$ cat config.mk
export PLATFORM = sky130hd
export DESIGN_NAME = clkcfg_ctrl
export DESIGN_NICKNAME = d
export VERILOG_FILES = /design/src/rtl/clkcfg_pkg.sv /design/src/rtl/clkcfg_range_chk.sv /design/src/rtl/clkcfg_regs.sv /design/src/rtl/clkcfg_pow2_div.sv /design/src/rtl/clkcfg_ctrl.sv
export SDC_FILE = /design/constraint.sdc
export NUM_CORES = 1
export LEC_CHECK = 0
export BUFFER_PORTS_ARGS = -buffer_cell sky130_fd_sc_hd__buf_2
export CORE_ASPECT_RATIO = 0.7
export CORE_MARGIN = 2
export CORE_UTILIZATION = 50
export DETAILED_ROUTE_END_ITERATION = 10
export HOLD_SLACK_MARGIN = 0.1
export MAX_ROUTING_LAYER = met4
export PLACE_DENSITY = 0.77
export SYNTH_ARGS = -nofsm -noshare
export SYNTH_HDL_FRONTEND = slang
export SYNTH_SLANG_ARGS = --single-unit
$ cat constraint.sdc
create_clock -name clk -period 3.2 [get_ports clk]
set_clock_uncertainty 0.2 [all_clocks]
set_input_delay 0.32 -clock clk [delete_from_list [all_inputs] [get_ports clk]]
set_output_delay 0.32 -clock clk [all_outputs]
set_load 0.02 [all_outputs]
$ cat src/rtl/clkcfg_pkg.sv
`timescale 1ns/1ps
package clkcfg_pkg;
   localparam int PRE_W   = 5;
   localparam int MUL_W   = 9;
   localparam int POST_W  = 2;
   localparam int DCODE_W = 3;
   localparam int REG_W   = 16;

   localparam logic [PRE_W-1:0]  PRE_DEF  = 5'd7;
   localparam logic [MUL_W-1:0]  MUL_DEF  = 9'd60;
   localparam logic [POST_W-1:0] POST_DEF = 2'd0;

   // register 0 layout, msb first
   typedef struct packed {
      logic [POST_W-1:0] post;
      logic [MUL_W-1:0]  mul;
      logic [PRE_W-1:0]  pre;
   } synth_cfg_t;

   // register 1 layout, msb first
   typedef struct packed {
      logic [REG_W-2*DCODE_W-2:0] rsv;
      logic [DCODE_W-1:0]         bus;
      logic [DCODE_W-1:0]         cpu;
      logic                       sel;
   } tree_cfg_t;

   // constant-time range rule, used at elaboration to vet defaults
   function automatic bit rate_ok(input longint ref_khz, input longint pfd_lo,
                                  input longint pfd_hi, input longint vco_lo,
                                  input longint vco_hi, input longint pre,
                                  input longint mul);
      longint n;
      longint p;
      n = pre + 1;
      p = ref_khz * (mul + 1);
      return (ref_khz >= pfd_lo * n) && (ref_khz <= pfd_hi * n) &&
             (p >= vco_lo * n) && (p <= vco_hi * n);
   endfunction
endpackage

$ cat src/rtl/clkcfg_range_chk.sv
`timescale 1ns/1ps
module clkcfg_range_chk
   import clkcfg_pkg::*;
#(
   parameter int REF_KHZ     = 29491,
   parameter int PFD_MIN_KHZ = 275,
   parameter int PFD_MAX_KHZ = 550000,
   parameter int VCO_MIN_KHZ = 110000,
   parameter int VCO_MAX_KHZ = 550000
) (
   input  logic [PRE_W-1:0] pre,
   input  logic [MUL_W-1:0] mul,
   output logic             in_range
);
   localparam int PW = 48;
   localparam logic [PW-1:0] REFV  = PW'(REF_KHZ);
   localparam logic [PW-1:0] PFDLO = PW'(PFD_MIN_KHZ);
   localparam logic [PW-1:0] PFDHI = PW'(PFD_MAX_KHZ);
   localparam logic [PW-1:0] VCOLO = PW'(VCO_MIN_KHZ);
   localparam logic [PW-1:0] VCOHI = PW'(VCO_MAX_KHZ);

   if (REF_KHZ <= 0) begin : g_bad_ref
      $error("REF_KHZ must be positive");
   end
   if (PFD_MIN_KHZ > PFD_MAX_KHZ || VCO_MIN_KHZ > VCO_MAX_KHZ) begin : g_bad_lim
      $error("range limits inverted");
   end

   logic [PW-1:0] div_n;
   logic [PW-1:0] mul_n;
   logic [PW-1:0] osc_x;
   logic          pfd_ok;
   logic          osc_ok;

   // cross-multiplied compare: no divider in the write path
   always_comb begin
      div_n  = PW'(pre) + PW'(1);
      mul_n  = PW'(mul) + PW'(1);
      osc_x  = REFV * mul_n;
      pfd_ok = (REFV >= PFDLO * div_n) && (REFV <= PFDHI * div_n);
      osc_ok = (osc_x >= VCOLO * div_n) && (osc_x <= VCOHI * div_n);
      in_range = pfd_ok && osc_ok;
   end
endmodule

$ cat src/rtl/clkcfg_regs.sv
`timescale 1ns/1ps
module clkcfg_regs
   import clkcfg_pkg::*;
#(
   parameter int REF_KHZ     = 29491,
   parameter int PFD_MIN_KHZ = 275,
   parameter int PFD_MAX_KHZ = 550000,
   parameter int VCO_MIN_KHZ = 110000,
   parameter int VCO_MAX_KHZ = 550000,
   parameter int RATIO_STEPS = 7
) (
   input  logic                clk,
   input  logic                rst_n,
   input  logic [PRE_W-1:0]    strap_pre,
   input  logic [POST_W-1:0]   strap_post,
   input  logic                wr_en,
   input  logic                wr_sel,
   input  logic [REG_W-1:0]    wr_data,
   input  logic                rd_sel,
   output logic [REG_W-1:0]    rd_data,
   output synth_cfg_t          synth,
   output logic                sel_req,
   output logic [DCODE_W-1:0]  cpu_code,
   output logic [DCODE_W-1:0]  bus_code,
   output logic                err
);
   localparam logic [DCODE_W-1:0] CODE_MAX = DCODE_W'(RATIO_STEPS - 1);

   if (RATIO_STEPS < 1 || RATIO_STEPS > (1 << DCODE_W)) begin : g_bad_steps
      $error("RATIO_STEPS does not fit the code field");
   end

   synth_cfg_t synth_q;
   tree_cfg_t  tree_q;
   logic       smp_done;
   logic       err_q;
   synth_cfg_t wr_synth;
   tree_cfg_t  wr_tree;
   logic       synth_ok;
   logic       tree_ok;

   assign wr_synth = synth_cfg_t'(wr_data);
   assign wr_tree  = tree_cfg_t'(wr_data);
   assign tree_ok  = (wr_tree.cpu <= CODE_MAX) && (wr_tree.bus <= CODE_MAX);

   clkcfg_range_chk #(
      .REF_KHZ    (REF_KHZ),
      .PFD_MIN_KHZ(PFD_MIN_KHZ),
      .PFD_MAX_KHZ(PFD_MAX_KHZ),
      .VCO_MIN_KHZ(VCO_MIN_KHZ),
      .VCO_MAX_KHZ(VCO_MAX_KHZ)
   ) u_range (
      .pre      (wr_synth.pre),
      .mul      (wr_synth.mul),
      .in_range (synth_ok)
   );

   always_ff @(posedge clk or negedge rst_n) begin
      if (!rst_n) begin
         synth_q  <= '{post: POST_DEF, mul: MUL_DEF, pre: PRE_DEF};
         tree_q   <= '0;
         smp_done <= 1'b0;
         err_q    <= 1'b0;
      end else if (!smp_done) begin
         // one-time strap capture; a write in this cycle is dropped
         smp_done     <= 1'b1;
         synth_q.pre  <= PRE_DEF ^ ~strap_pre;
         synth_q.post <= POST_DEF ^ ~strap_post;
      end else if (wr_en) begin
         if (!wr_sel) begin
            if (synth_ok) begin
               synth_q <= wr_synth;
               err_q   <= 1'b0;
            end else begin
               err_q   <= 1'b1;
            end
         end else begin
            if (tree_ok) begin
               tree_q <= '{rsv: '0, bus: wr_tree.bus, cpu: wr_tree.cpu, sel: wr_tree.sel};
               err_q  <= 1'b0;
            end else begin
               err_q  <= 1'b1;
            end
         end
      end
   end

   assign rd_data  = rd_sel ? REG_W'(tree_q) : REG_W'(synth_q);
   assign synth    = synth_q;
   assign sel_req  = tree_q.sel;
   assign cpu_code = tree_q.cpu;
   assign bus_code = tree_q.bus;
   assign err      = err_q;


   strap_once_chk: assert property (@(posedge clk) disable iff (!rst_n)
      (smp_done && !(wr_en && !wr_sel)) |=> $stable(synth_q));


   accept_load_chk: assert property (@(posedge clk) disable iff (!rst_n)
      (smp_done && wr_en && !wr_sel && synth_ok) |=> (synth_q == $past(wr_synth) && !err_q));


   reject_hold_chk: assert property (@(posedge clk) disable iff (!rst_n)
      (smp_done && wr_en && !wr_sel && !synth_ok) |=> ($stable(synth_q) && err_q));


   tree_reject_chk: assert property (@(posedge clk) disable iff (!rst_n)
      (smp_done && wr_en && wr_sel && !tree_ok) |=> ($stable(tree_q) && err_q));


   tree_rsv_chk: assert property (@(posedge clk) disable iff (!rst_n)
      tree_q.rsv == '0);
endmodule

$ cat src/rtl/clkcfg_pow2_div.sv
`timescale 1ns/1ps
module clkcfg_pow2_div #(
   parameter int MIN_LOG = 1,
   parameter int NCODE   = 7,
   parameter int CODE_W  = 3
) (
   input  logic              clk,
   input  logic              rst_n,
   input  logic [CODE_W-1:0] code_req,
   output logic              tick
);
   localparam int CW = MIN_LOG + NCODE - 1;
   localparam logic [CW:0] ONE = (CW+1)'(1);

   if (MIN_LOG < 1) begin : g_bad_min
      $error("MIN_LOG must be at least 1");
   end
   if (NCODE > (1 << CODE_W)) begin : g_bad_ncode
      $error("NCODE exceeds code width");
   end

   logic [CW-1:0]     cnt;
   logic [CW-1:0]     lim;
   logic [CODE_W-1:0] act;

   // terminal count for ratio 2^(MIN_LOG+act)
   assign lim  = CW'((ONE << (MIN_LOG + int'(act))) - ONE);
   assign tick = (cnt == lim);

   always_ff @(posedge clk or negedge rst_n) begin
      if (!rst_n) begin
         cnt <= '0;
         act <= '0;
      end else if (tick) begin
         cnt <= '0;
         act <= code_req;   // new ratio only at a period boundary
      end else begin
         cnt <= cnt + CW'(1);
      end
   end


   tick_single_chk: assert property (@(posedge clk) disable iff (!rst_n)
      tick |=> !tick);


   ratio_switch_chk: assert property (@(posedge clk) disable iff (!rst_n)
      !$stable(act) |-> $past(tick));


   wrap_chk: assert property (@(posedge clk) disable iff (!rst_n)
      tick |=> (cnt == '0));
endmodule

$ cat src/rtl/clkcfg_ctrl.sv
`timescale 1ns/1ps
module clkcfg_ctrl
   import clkcfg_pkg::*;
#(
   parameter int REF_KHZ     = 29491,
   parameter int PFD_MIN_KHZ = 275,
   parameter int PFD_MAX_KHZ = 550000,
   parameter int VCO_MIN_KHZ = 110000,
   parameter int VCO_MAX_KHZ = 550000,
   parameter int CPU_MIN_LOG = 1,
   parameter int BUS_MIN_LOG = 2,
   parameter int RATIO_STEPS = 7
) (
   input  logic              clk,
   input  logic              rst_n,
   input  logic [PRE_W-1:0]  strap_pre,
   input  logic [POST_W-1:0] strap_post,
   input  logic              wr_en,
   input  logic              wr_sel,
   input  logic [REG_W-1:0]  wr_data,
   input  logic              rd_sel,
   output logic [REG_W-1:0]  rd_data,
   output logic [PRE_W-1:0]  pre_code,
   output logic [MUL_W-1:0]  mul_code,
   output logic [POST_W-1:0] post_code,
   output logic              cpu_en,
   output logic              bus_en,
   output logic              cfg_err
);
   localparam int NCHAIN = 2;

   if (!rate_ok(REF_KHZ, PFD_MIN_KHZ, PFD_MAX_KHZ, VCO_MIN_KHZ, VCO_MAX_KHZ,
                longint'(PRE_DEF), longint'(MUL_DEF))) begin : g_bad_default
      $error("default synthesizer setting is out of range");
   end

   synth_cfg_t         synth;
   logic               sel_req;
   logic               sel_act;
   logic [DCODE_W-1:0] cpu_code;
   logic [DCODE_W-1:0] bus_code;
   logic [DCODE_W-1:0] req_v [NCHAIN];
   logic [NCHAIN-1:0]  tick_v;

   clkcfg_regs #(
      .REF_KHZ    (REF_KHZ),
      .PFD_MIN_KHZ(PFD_MIN_KHZ),
      .PFD_MAX_KHZ(PFD_MAX_KHZ),
      .VCO_MIN_KHZ(VCO_MIN_KHZ),
      .VCO_MAX_KHZ(VCO_MAX_KHZ),
      .RATIO_STEPS(RATIO_STEPS)
   ) u_regs (
      .clk       (clk),
      .rst_n     (rst_n),
      .strap_pre (strap_pre),
      .strap_post(strap_post),
      .wr_en     (wr_en),
      .wr_sel    (wr_sel),
      .wr_data   (wr_data),
      .rd_sel    (rd_sel),
      .rd_data   (rd_data),
      .synth     (synth),
      .sel_req   (sel_req),
      .cpu_code  (cpu_code),
      .bus_code  (bus_code),
      .err       (cfg_err)
   );

   assign req_v[0] = cpu_code;
   assign req_v[1] = bus_code;

   // chain 0 feeds the processor side, chain 1 the bus side
   for (genvar gi = 0; gi < NCHAIN; gi++) begin : g_chain
      localparam int ML = (gi == 0) ? CPU_MIN_LOG : BUS_MIN_LOG;
      clkcfg_pow2_div #(
         .MIN_LOG(ML),
         .NCODE  (RATIO_STEPS),
         .CODE_W (DCODE_W)
      ) u_div (
         .clk     (clk),
         .rst_n   (rst_n),
         .code_req(req_v[gi]),
         .tick    (tick_v[gi])
      );
   end

   // select follows the register only at a bus boundary
   always_ff @(posedge clk or negedge rst_n) begin
      if (!rst_n) begin
         sel_act <= 1'b0;
      end else if (tick_v[1]) begin
         sel_act <= sel_req;
      end
   end

   assign bus_en    = tick_v[1];
   assign cpu_en    = sel_act ? tick_v[0] : tick_v[1];
   assign pre_code  = synth.pre;
   assign mul_code  = synth.mul;
   assign post_code = synth.post;


   sel_apply_chk: assert property (@(posedge clk) disable iff (!rst_n)
      !$stable(sel_act) |-> $past(bus_en));


   cpu_pulse_chk: assert property (@(posedge clk) disable iff (!rst_n)
      cpu_en |=> !cpu_en);
endmodule

==> results of run 1 <==
## cell families (layout without fill, tap and decap cells)
| kind of cell | count (synthesis) | after routing | share of synthesized area (%) |
|---|---|---|---|
| fa+ha+maj | 264 | 264 | 40.03 |
| simple gates | 254 | 254 | 13.87 |
| compound gates | 202 | 202 | 14.50 |
| buf+inv | 146 | 524 | 5.970 |
| xor+xnor | 85 | 85 | 8.019 |
| flops | 47 | 47 | 12.76 |
| mux | 41 | 41 | 4.811 |
| other cells | 1 | 1 | 0.04039 |
## through the flow
stage / util, % / hold WS, ps / cells
2_1_floorplan: - / -175.6 / 1040
5_1_grt: 70.98 / 153.2 / 1654
3_5_place_dp: 67.48 / 286.7 / 1622
6_report: 70.98 / 151.5 / 1654
3_3_place_gp: 67.48 / 262.7 / 1622
4_1_cts: 70.05 / 132.5 / 1647
## critical path, delay by kind of cell
family | cells | cell delay (ps)
buffers and inverters | 7 | 590
xor gates and xnor gates | 2 | 330
AOI/OAI and AO/OA | 15 | 2640
adders and majority gates | 7 | 2810
muxes | 2 | 310
and+or+nand+nor | 4 | 630
## Yosys cell counts, types with 13 or more instances
cell	n
and3_1	18
ha_1	209
xor2_1	36
nand2_1	45
a21o_1	17
dfrtp_1	40
inv_1	134
nor3_1	19
nor2b_1	17
fa_1	55
nand3_1	37
mux2_2	28
o21ai_0	43
nand2b_1	13
xnor2_1	49
a21oi_1	54
nor2_1	62
## routing by layer
metal	global-route usage [%]	part of all wire, %
met2	47.38	46
met4	5.603	2.5
met5	-	0
met3	3.732	6.3
met1	40.00	45
## area by class of cell
cell class,instances,area (µm²),area share [%]
multi-input combinational,847,7865,61.19
timing repair buffer,382,2809,21.85
sequential,47,1185,9.218
inverter,134,503.0,3.913
tap,236,295.3,2.297
clock buffer,5,125.1,0.9734
clock inverter,3,71.32,0.5549
## worst paths after layout
check / startpoint / endpoint / slack (ps) / cells past startpoint
hold reg to reg: u_regs.err / u_regs.err / 330 / 2
hold / removal: wr_data[14] / u_regs.synth[14] / 150 / 3
setup reg to reg: g_chain[1].u_div.act[1] / sel_act / 20 / 12
min in group asynchronous: rst_n / g_chain[1].u_div.act[1] / 540 / 2
setup / recovery: wr_data[7] / u_regs.synth[15] / -4480 / 37
max in group asynchronous: rst_n / u_regs.bus_code[0] / 1570 / 2
## flip-flops by register name, indices dropped and copies added, names as in the netlist
name,cells
u_regs.cpu_code,3
u_regs.err,1
u_regs.synth,16
u_regs.smp_done,1
g_chain.u_div.act,6
u_regs.sel_req,1
u_regs.bus_code,3
sel_act,1
g_chain.u_div.cnt,15
## power groups by stage
stage	clock network (mW)	logic, mW	registers, mW
after CTS	0.696	11.7	1.13
after global placement	0	11.0	1.11
after global routing	0.719	13.5	1.21
after floorplan	0	6.80	1.17
after detailed placement	0	11.4	1.12
final	0.701	12.3	1.19
## timing repair
action / 4_1_cts / 5_1_grt
gates resized for setup: 29 / 18
endpoints found under the hold margin: 47 / 0
buffers inserted: 9 / 8
pin swaps: 20 / 12
gates cloned: 0 / 0
endpoints found under the setup margin: 21 / 21
hold buffers: 8 / 0
==> results.toml, run 1 <==
[sta]
layout_setup_ws_ps = -4482
rsz0062_at_grt = "yes"
drv_slew = 0
finalHoldViolCount = 0
setup_viol = 19
timing.slew.headroom_pct = 28.75
tns_ps = -75020
tightest_slew_ps = 1069
fmax_ghz = 0.1302
layout_min_cycle_time_ps = 7682
fin_crit_sh_pct = 240.1

[worst_setup_path]
crit_required_ps = 3140
arrival_ps = 7620
cp_slowest_cell = "fa_1"
endpoint_kind = "flip-flop"
cpMostUsedCell = "fa_1"
slowest_delay_ps = 520
crit_path_max_fanout = 7
path_class = "in2reg"
startpoint_type = "input pin"

[clocking]
cts_tree = "built"
clockBufferDepth = 2
numClockSinks = 47
cts_buffers = 5
clk_transition_reported_paths_ps = 60
root_buffer = "clkbuf_16"
htreeDepth = 2
clk_latency_ps = 300

[yosys]
synth-main-ff-cell = "dfrtp_1"
yosys.area.top_type = "ha_1"
avgSynthCellArea_um2 = 8.927
synth_top_cell_area_share_pct = 28.17
synth_edf_count = 0
synth_warnings = 0
synth_area_um2 = 9284
synthTopCellsByArea = "ha_1, fa_1, dfrtp_1"
yosys_register_bits = 47
syn_nets = 1332
synth_cell_types = 68
synthCells = 1040
ys_async_sr_fraction_pct = 100.0
ys_seq_area_share_pct = 12.76

[final_layout]
fill_cells = 1262
most-common-layout-cells = "buf_4, ha_1, inv_1"
final_layout_size_suffix_gt1_share_pct = 33.43
areaGrowthSynthToFinish_pct = 38.45
diodes = 0
design_area_um2 = 12850
final_nets = 1709
layout_commonest_cell = "buf_4"

[run_status]
violations = "setup timing"
status = "complete, but fails checks"

[power]
cellPowerDensity_nw_per_um2 = 1104
swShare_pct = 47.57
pwr-share-clk_pct = 4.9
intPower_mw = 7.441
seq_power_share_pct = 8.4
leakage_nw = 6.830
ir_worst_vdd_mv = 1.037
p_total_mw = 14.19
power_switching_mw = 6.751
power_frac_comb_pct = 86.6

[placed_design]
globalplace.congestion = 0.9871
hpwl_um = 22540
placed_cell_area_um2 = 12220
io_buffers = 62
dp_slack_ps = -4817

[routing]
dr.pass1.iters = 4
antenna_left = 0
vias_per_cell = 5.649
routed_wl_um = 30200
drt_iter0_markers = 676
via_count = 9344
drc = 0
routedWlPerCell_um = 18.26

[grt]
overflow = 0
grt_max_degree = 48
antenna_found_initial = 0
grt_pass1_wl_um = 46220
grt_usage_pct = 29.38
grt_pass1_vias = 9405

[die]
die_w_um = 166.9
core_area_um2 = 18110
io_pins = 63
rows = 41
die_y_um = 118.0
die_area_um2 = 19690
initial_core_util_pct = 51.27

[job]
maxCapViolCount = 0

[min_path]
min_path_type = "in2reg"
Note: power is estimated with default switching activity, not from simulation.
==> inputs of run 2 (changes only) <==
ABC_AREA = 1   (was default)
PLACE_DENSITY = 0.76   (was 0.77)
==> run 2 against run 1 <==
Against the previous run: the flow still finishes with violations (setup timing); count of clock-buffer cells in the layout rose by 2; combinational power rose by 14%; sequential cell count unchanged; fmax increased by 8.1%; power rose by 9.6%; largest cell class unchanged.
==> results.toml, run 2 <==
[final_layout]
largest_reg_flops = 16
final_nets = 1975
most-common-layout-cells = "buf_4, nand2_1, inv_1"
finish.utilization_pct = 71.69
areaGrowthSynthToFinish_pct = 40.96
final_cells = 1927
layout_commonest_cell = "buf_4"
final_layout_size_suffix_gt1_share_pct = 31.89

[routing]
antenna_left = 0
drt_iter0_markers = 1016
drc = 0
met2_length_um = 15450
top_layer_used = "met4"
routedWlPerCell_um = 17.64
wl_met1_um = 14110
wl_met3_um = 2920
vias_per_cell = 5.514
dr.pass1.iters = 7
routed_wl_um = 33990
via_count = 10630

[clocking]
htreeDepth = 2
clk_latency_ps = 290
cts_buffers = 5
clk_transition_reported_paths_ps = 60
clockBufferDepth = 2
numClockSinks = 47
cts_tree = "built"
root_buffer = "clkbuf_16"

[worst_setup_path]
crit_required_ps = 3180
r2r_slack_ps = 160
slowest_delay_ps = 500
endpoint_kind = "flip-flop"
startpoint_type = "input pin"
r2r_end = "g_chain[1].u_div.act[0]"
r2r.worst_path.cells = 14
timing.rr.start = "g_chain[1].u_div.act[1]"
arrival_ps = 7090
startpoint = "wr_data[6]"
crit_path_max_fanout = 5
path_class = "in2reg"
cp_slowest_cell = "fa_1"

[yosys]
syn_nets = 1603
synthCells = 1311
synth.most_common_cell = "nand2_1"
synth_compound_area_share_pct = 8.803
synth-main-ff-cell = "dfrtp_1"
synth_common_cells = "nand2_1, inv_1, ha_1"
synth_edf_count = 0
synthMuxAreaShare_pct = 0.3521
synth_cell_types = 46
synth_top_cell_area_share_pct = 27.26
yosys_register_bits = 47
synthTopCellsByArea = "ha_1, fa_1, nand2_1"
synth_xor_area_share_pct = 6.664
synth_area_um2 = 9594
synth_warnings = 0
ys_async_sr_fraction_pct = 100.0
synth_simple_gate_area_share_pct = 22.59
synth_top_family_by_area = "adder cells"
yosys.area.top_type = "ha_1"
avgSynthCellArea_um2 = 7.318
synthAdderAreaFrac_pct = 38.73
ys_seq_area_share_pct = 12.35

[die]
io_pins = 63
die_w_um = 169.6
initial_core_util_pct = 50.86
rows = 42
core_area_um2 = 18870
die_area_um2 = 20330
die_y_um = 119.9

[grt]
overflow = 0
antenna_found_initial = 1
grt_pass1_vias = 10090
grt_usage_pct = 31.16
grt_max_degree = 48
grt_pass1_wl_um = 49230

[run_status]
violations = "setup timing"
status = "complete, but fails checks"

[sta]
finalHoldViolCount = 0
setup_viol = 17
tightest_slew_ps = 1053
tns_ps = -65450
layout_setup_ws_ps = -3904
timing.slew.headroom_pct = 29.82
holdWs_ps = 117.8
drv_slew = 0
fin_crit_sh_pct = 222.0
layout_min_cycle_time_ps = 7104
fmax_ghz = 0.1408
rsz0062_at_grt = "yes"

[min_path]
min_path_type = "in2reg"
hp-start = "strap_post[0]"
hold_end = "u_regs.synth[14]"
hold_depth = 3

[power]
pwr-share-clk_pct = 3.4
leakage_nw = 7.645
swShare_pct = 51.73
power_switching_mw = 8.048
p_total_mw = 15.56
ir_worst_vdd_mv = 1.087
intPower_mw = 7.508
power_frac_comb_pct = 89.7
seq_power_share_pct = 6.8
cellPowerDensity_nw_per_um2 = 1150

[placed_design]
hpwl_um = 23990
dp_cells = 1880
io_buffers = 62
globalplace.congestion = 0.9862

[job]
maxCapViolCount = 0
[run 2: how the worst max path moves through the flow]
stage                                 end  cells past startpoint
after global placement    u_regs.synth[4]                     41
final                     u_regs.synth[6]                     39
after detailed placement  u_regs.synth[4]                     41
after floorplan           u_regs.synth[3]                     39
after CTS                 u_regs.synth[6]                     41
after global routing      u_regs.synth[5]                     44
[run 2: critical path, delay by kind of cell]
kind	cells	cell delay [ps]
adders and majority gates	8	2990
and+or+nand+nor	17	2050
buffers and inverters	9	740
AOI/OAI and AO/OA	3	500
xor gates and xnor gates	2	470
[run 2: layout make-up]
class                           instances  area [µm²]
Timing Repair Buffer                  372        2710
Tap cell                              242       302.8
Antenna cell                            1       2.502
Multi-Input combinational cell       1001        8213
Sequential cell                        47        1185
Inverter                              256       963.4
Clock inverter                          1       5.005
Clock buffer                            7       142.6
Fill cell                            1282        5341
[run 2: power groups by stage]
stage,registers (mW),logic [mW],clock network (mW)
floorplan,1.10,6.73,0
global placement,1.03,10.6,0
detailed placement,1.04,11.1,0
CTS,1.03,12.4,0.522
global route,1.08,15.1,0.556
finish,1.06,14.0,0.536
[run 2: metrics by stage]
stage                     worst slack, ps  cell area [µm²]
after global placement              -3953            12390
after CTS                           -3397            13160
after global routing                -4214            13520
after floorplan                     -3562             9753
final                               -3904            13520
after detailed placement            -4181            12390
[run 2: layer usage]
| layer | track usage (%) | vias up |
|---|---|---|
| met4 | 8.120 | 0 |
| met3 | 6.135 | 159 |
| met1 | 41.44 | 5004 |
| met5 | - | - |
| met2 | 48.93 | 507 |
| li1 | - | 4955 |
[run 2: logic make-up after synthesis]
kind of cell	after synthesis
fa+ha+maj	264
mux	3
simple gates	507
flops	47
compound gates	152
buf+inv	264
other cells	1
xor+xnor	73
[run 2: what timing repair did]
action,in CTS,in global routing
pin swaps,53,46
resized for setup,89,56
endpoints found under the setup margin,20,20
gates cloned,1,1
hold buffers,7,1
hold endpoints to repair,46,1
setup buffers,16,15
==> inputs of run 3 (changes only) <==
CORE_UTILIZATION = 44   (was 50)
PLACE_DENSITY = 0.69   (was 0.76)
==> run 3 against run 2 <==
Against the previous run: the run still ends with setup timing left; sequential cell count unchanged; clock power increased by 3%; first-iteration DRC count decreased by 26%; power decreased by 9.1%; count of clock-buffer cells in the layout decreased by 2; non-clock buffer count increased by 10; highest routed layer unchanged; worst setup slack improved by 210 ps; fmax increased by 3.0%.
==> results.toml, run 3 (synthesis results as in run 2) <==
[routing]
routed_wl_um = 28810
drc = 0
routedWlPerCell_um = 14.59
vias_per_cell = 5.052
dr.pass1.iters = 5
via_count = 9977
antenna_left = 0
drt_iter0_markers = 750

[placed_design]
dp_cells = 1927
io_buffers = 62
hpwl_um = 23860
globalplace.congestion = 0.9692
dp_slack_ps = -4065

[run_status]
status = "complete, but fails checks"
violations = "setup timing"

[worst_setup_path]
endpoint_kind = "flip-flop"
crit_required_ps = 3190
r2r_slack_ps = 250
startpoint_type = "input pin"
arrival_ps = 6880
cp_slowest_cell = "fa_1"
path_class = "in2reg"
crit_path_max_fanout = 9
slowest_delay_ps = 520

[power]
swShare_pct = 49.45
cellPowerDensity_nw_per_um2 = 1058
p_total_mw = 14.14
power_switching_mw = 6.993
power_frac_comb_pct = 88.7
ir_worst_vdd_mv = 0.7970
leakage_nw = 7.613
seq_power_share_pct = 7.4
pwr-share-clk_pct = 3.9
intPower_mw = 7.148

[sta]
fin_crit_sh_pct = 215.5
tns_ps = -61750
drv_slew = 0
tightest_slew_ps = 1043
fmax_ghz = 0.1450
timing.slew.headroom_pct = 30.45
setup_viol = 17
layout_setup_ws_ps = -3695
rsz0062_at_grt = "yes"
finalHoldViolCount = 0
layout_min_cycle_time_ps = 6895

[die]
die_y_um = 127.5
io_pins = 63
die_w_um = 180.5
initial_core_util_pct = 44.49
die_area_um2 = 23020
core_area_um2 = 21560
rows = 45

[final_layout]
final_cells = 1975
final_layout_size_suffix_gt1_share_pct = 29.65
most-common-layout-cells = "buf_4, nand2_1, inv_1"
fill_cells = 1836
layout_commonest_cell = "buf_4"
diodes = 0
finish.utilization_pct = 62.00
final_nets = 1984
largest_reg_flops = 16
areaGrowthSynthToFinish_pct = 39.36

[grt]
grt_pass1_vias = 9698
overflow = 0
grt_usage_pct = 25.89
grt_pass1_wl_um = 47420
grt_max_degree = 48
antenna_found_initial = 0

[clocking]
clk_transition_reported_paths_ps = 70
root_buffer = "clkbuf_16"
cts_buffers = 5
cts_tree = "built"
htreeDepth = 2
clk_latency_ps = 300
clockBufferDepth = 2
numClockSinks = 47

[min_path]
min_path_type = "in2reg"

[job]
maxCapViolCount = 0
==> run 3: cell types whose count changed in the layout (fill, tap and decap cells not counted), sizes merged, moves of 2 or more <==
cell	change
buf	+8
clkbuf	-2
dlygate4sd3	+2
inv	+2
==> run 3: repair_timing <==
action | in CTS | in global routing
endpoints found under the setup margin | 19 | 20
hold buffers | 10 | 0
resized for setup | 47 | 43
gates cloned | 1 | 0
pin swaps | 24 | 31
hold endpoints to repair | 47 | 0
buffers inserted | 18 | 12
==> run 3: stage by stage <==
step	hold slack (ps)	cell area, µm²
final	96.71	13370
after global placement	261.9	12490
after detailed placement	268.3	12490
after floorplan	-175.6	9753
after CTS	100.2	13110
after global routing	104.0	13370
==> run 3: power by group through the flow <==
stage               Combinational, mW  Clock, mW  Sequential, mW
floorplan                        6.73          0            1.10
detailed placement               11.0          0            1.04
finish                           12.5      0.552            1.05
global route                     14.0      0.582            1.08
CTS                              11.9      0.551            1.04
global placement                 10.6          0            1.03
==> run 3: worst max-delay path, delay by kind of cell <==
family	cells	cell delay [ps]
XOR/XNOR	2	400
AO/OA/AOI/OAI	7	1110
buffers and inverters	8	570
adder cells (fa/ha/maj)	8	2900
AND/OR/NAND/NOR	16	1580
==> run 3: per-layer routing <==
| metal | part of all wire (%) | wire [µm] | vias to the layer above | GRT usage, % |
|---|---|---|---|---|
| met1 | 48 | 13710 | 4653 | 37.73 |
| li1 | - | - | 4983 | - |
| met4 | 1.3 | 369 | 0 | 3.368 |
| met5 | 0 | 0 | - | - |
| met3 | 8.0 | 2305 | 35 | 3.250 |
| met2 | 43 | 12420 | 306 | 39.43 |
==> run 3: cell type report <==
cell class	instances	area, µm²	area share, %
clock buffer	5	125.1	0.9358
clock inverter	3	27.53	0.2059
inverter	256	963.4	7.206
multi-input combinational	1000	7905	59.12
sequential	47	1185	8.862
tap	282	352.8	2.639
timing repair buffer	382	2811	21.03
==> run 3: path summary, 6_finish.rpt <==
check / start / end / cells after the start
max: wr_data[5] / u_regs.synth[12] / 41
min: strap_pre[3] / u_regs.synth[3] / 3
max reg2reg: g_chain[1].u_div.act[1] / g_chain[1].u_div.act[0] / 13
min reg2reg: u_regs.bus_code[2] / g_chain[1].u_div.act[2] / 2
max in group asynchronous: rst_n / g_chain[1].u_div.cnt[6] / 2
min in group asynchronous: rst_n / g_chain[0].u_div.cnt[5] / 2
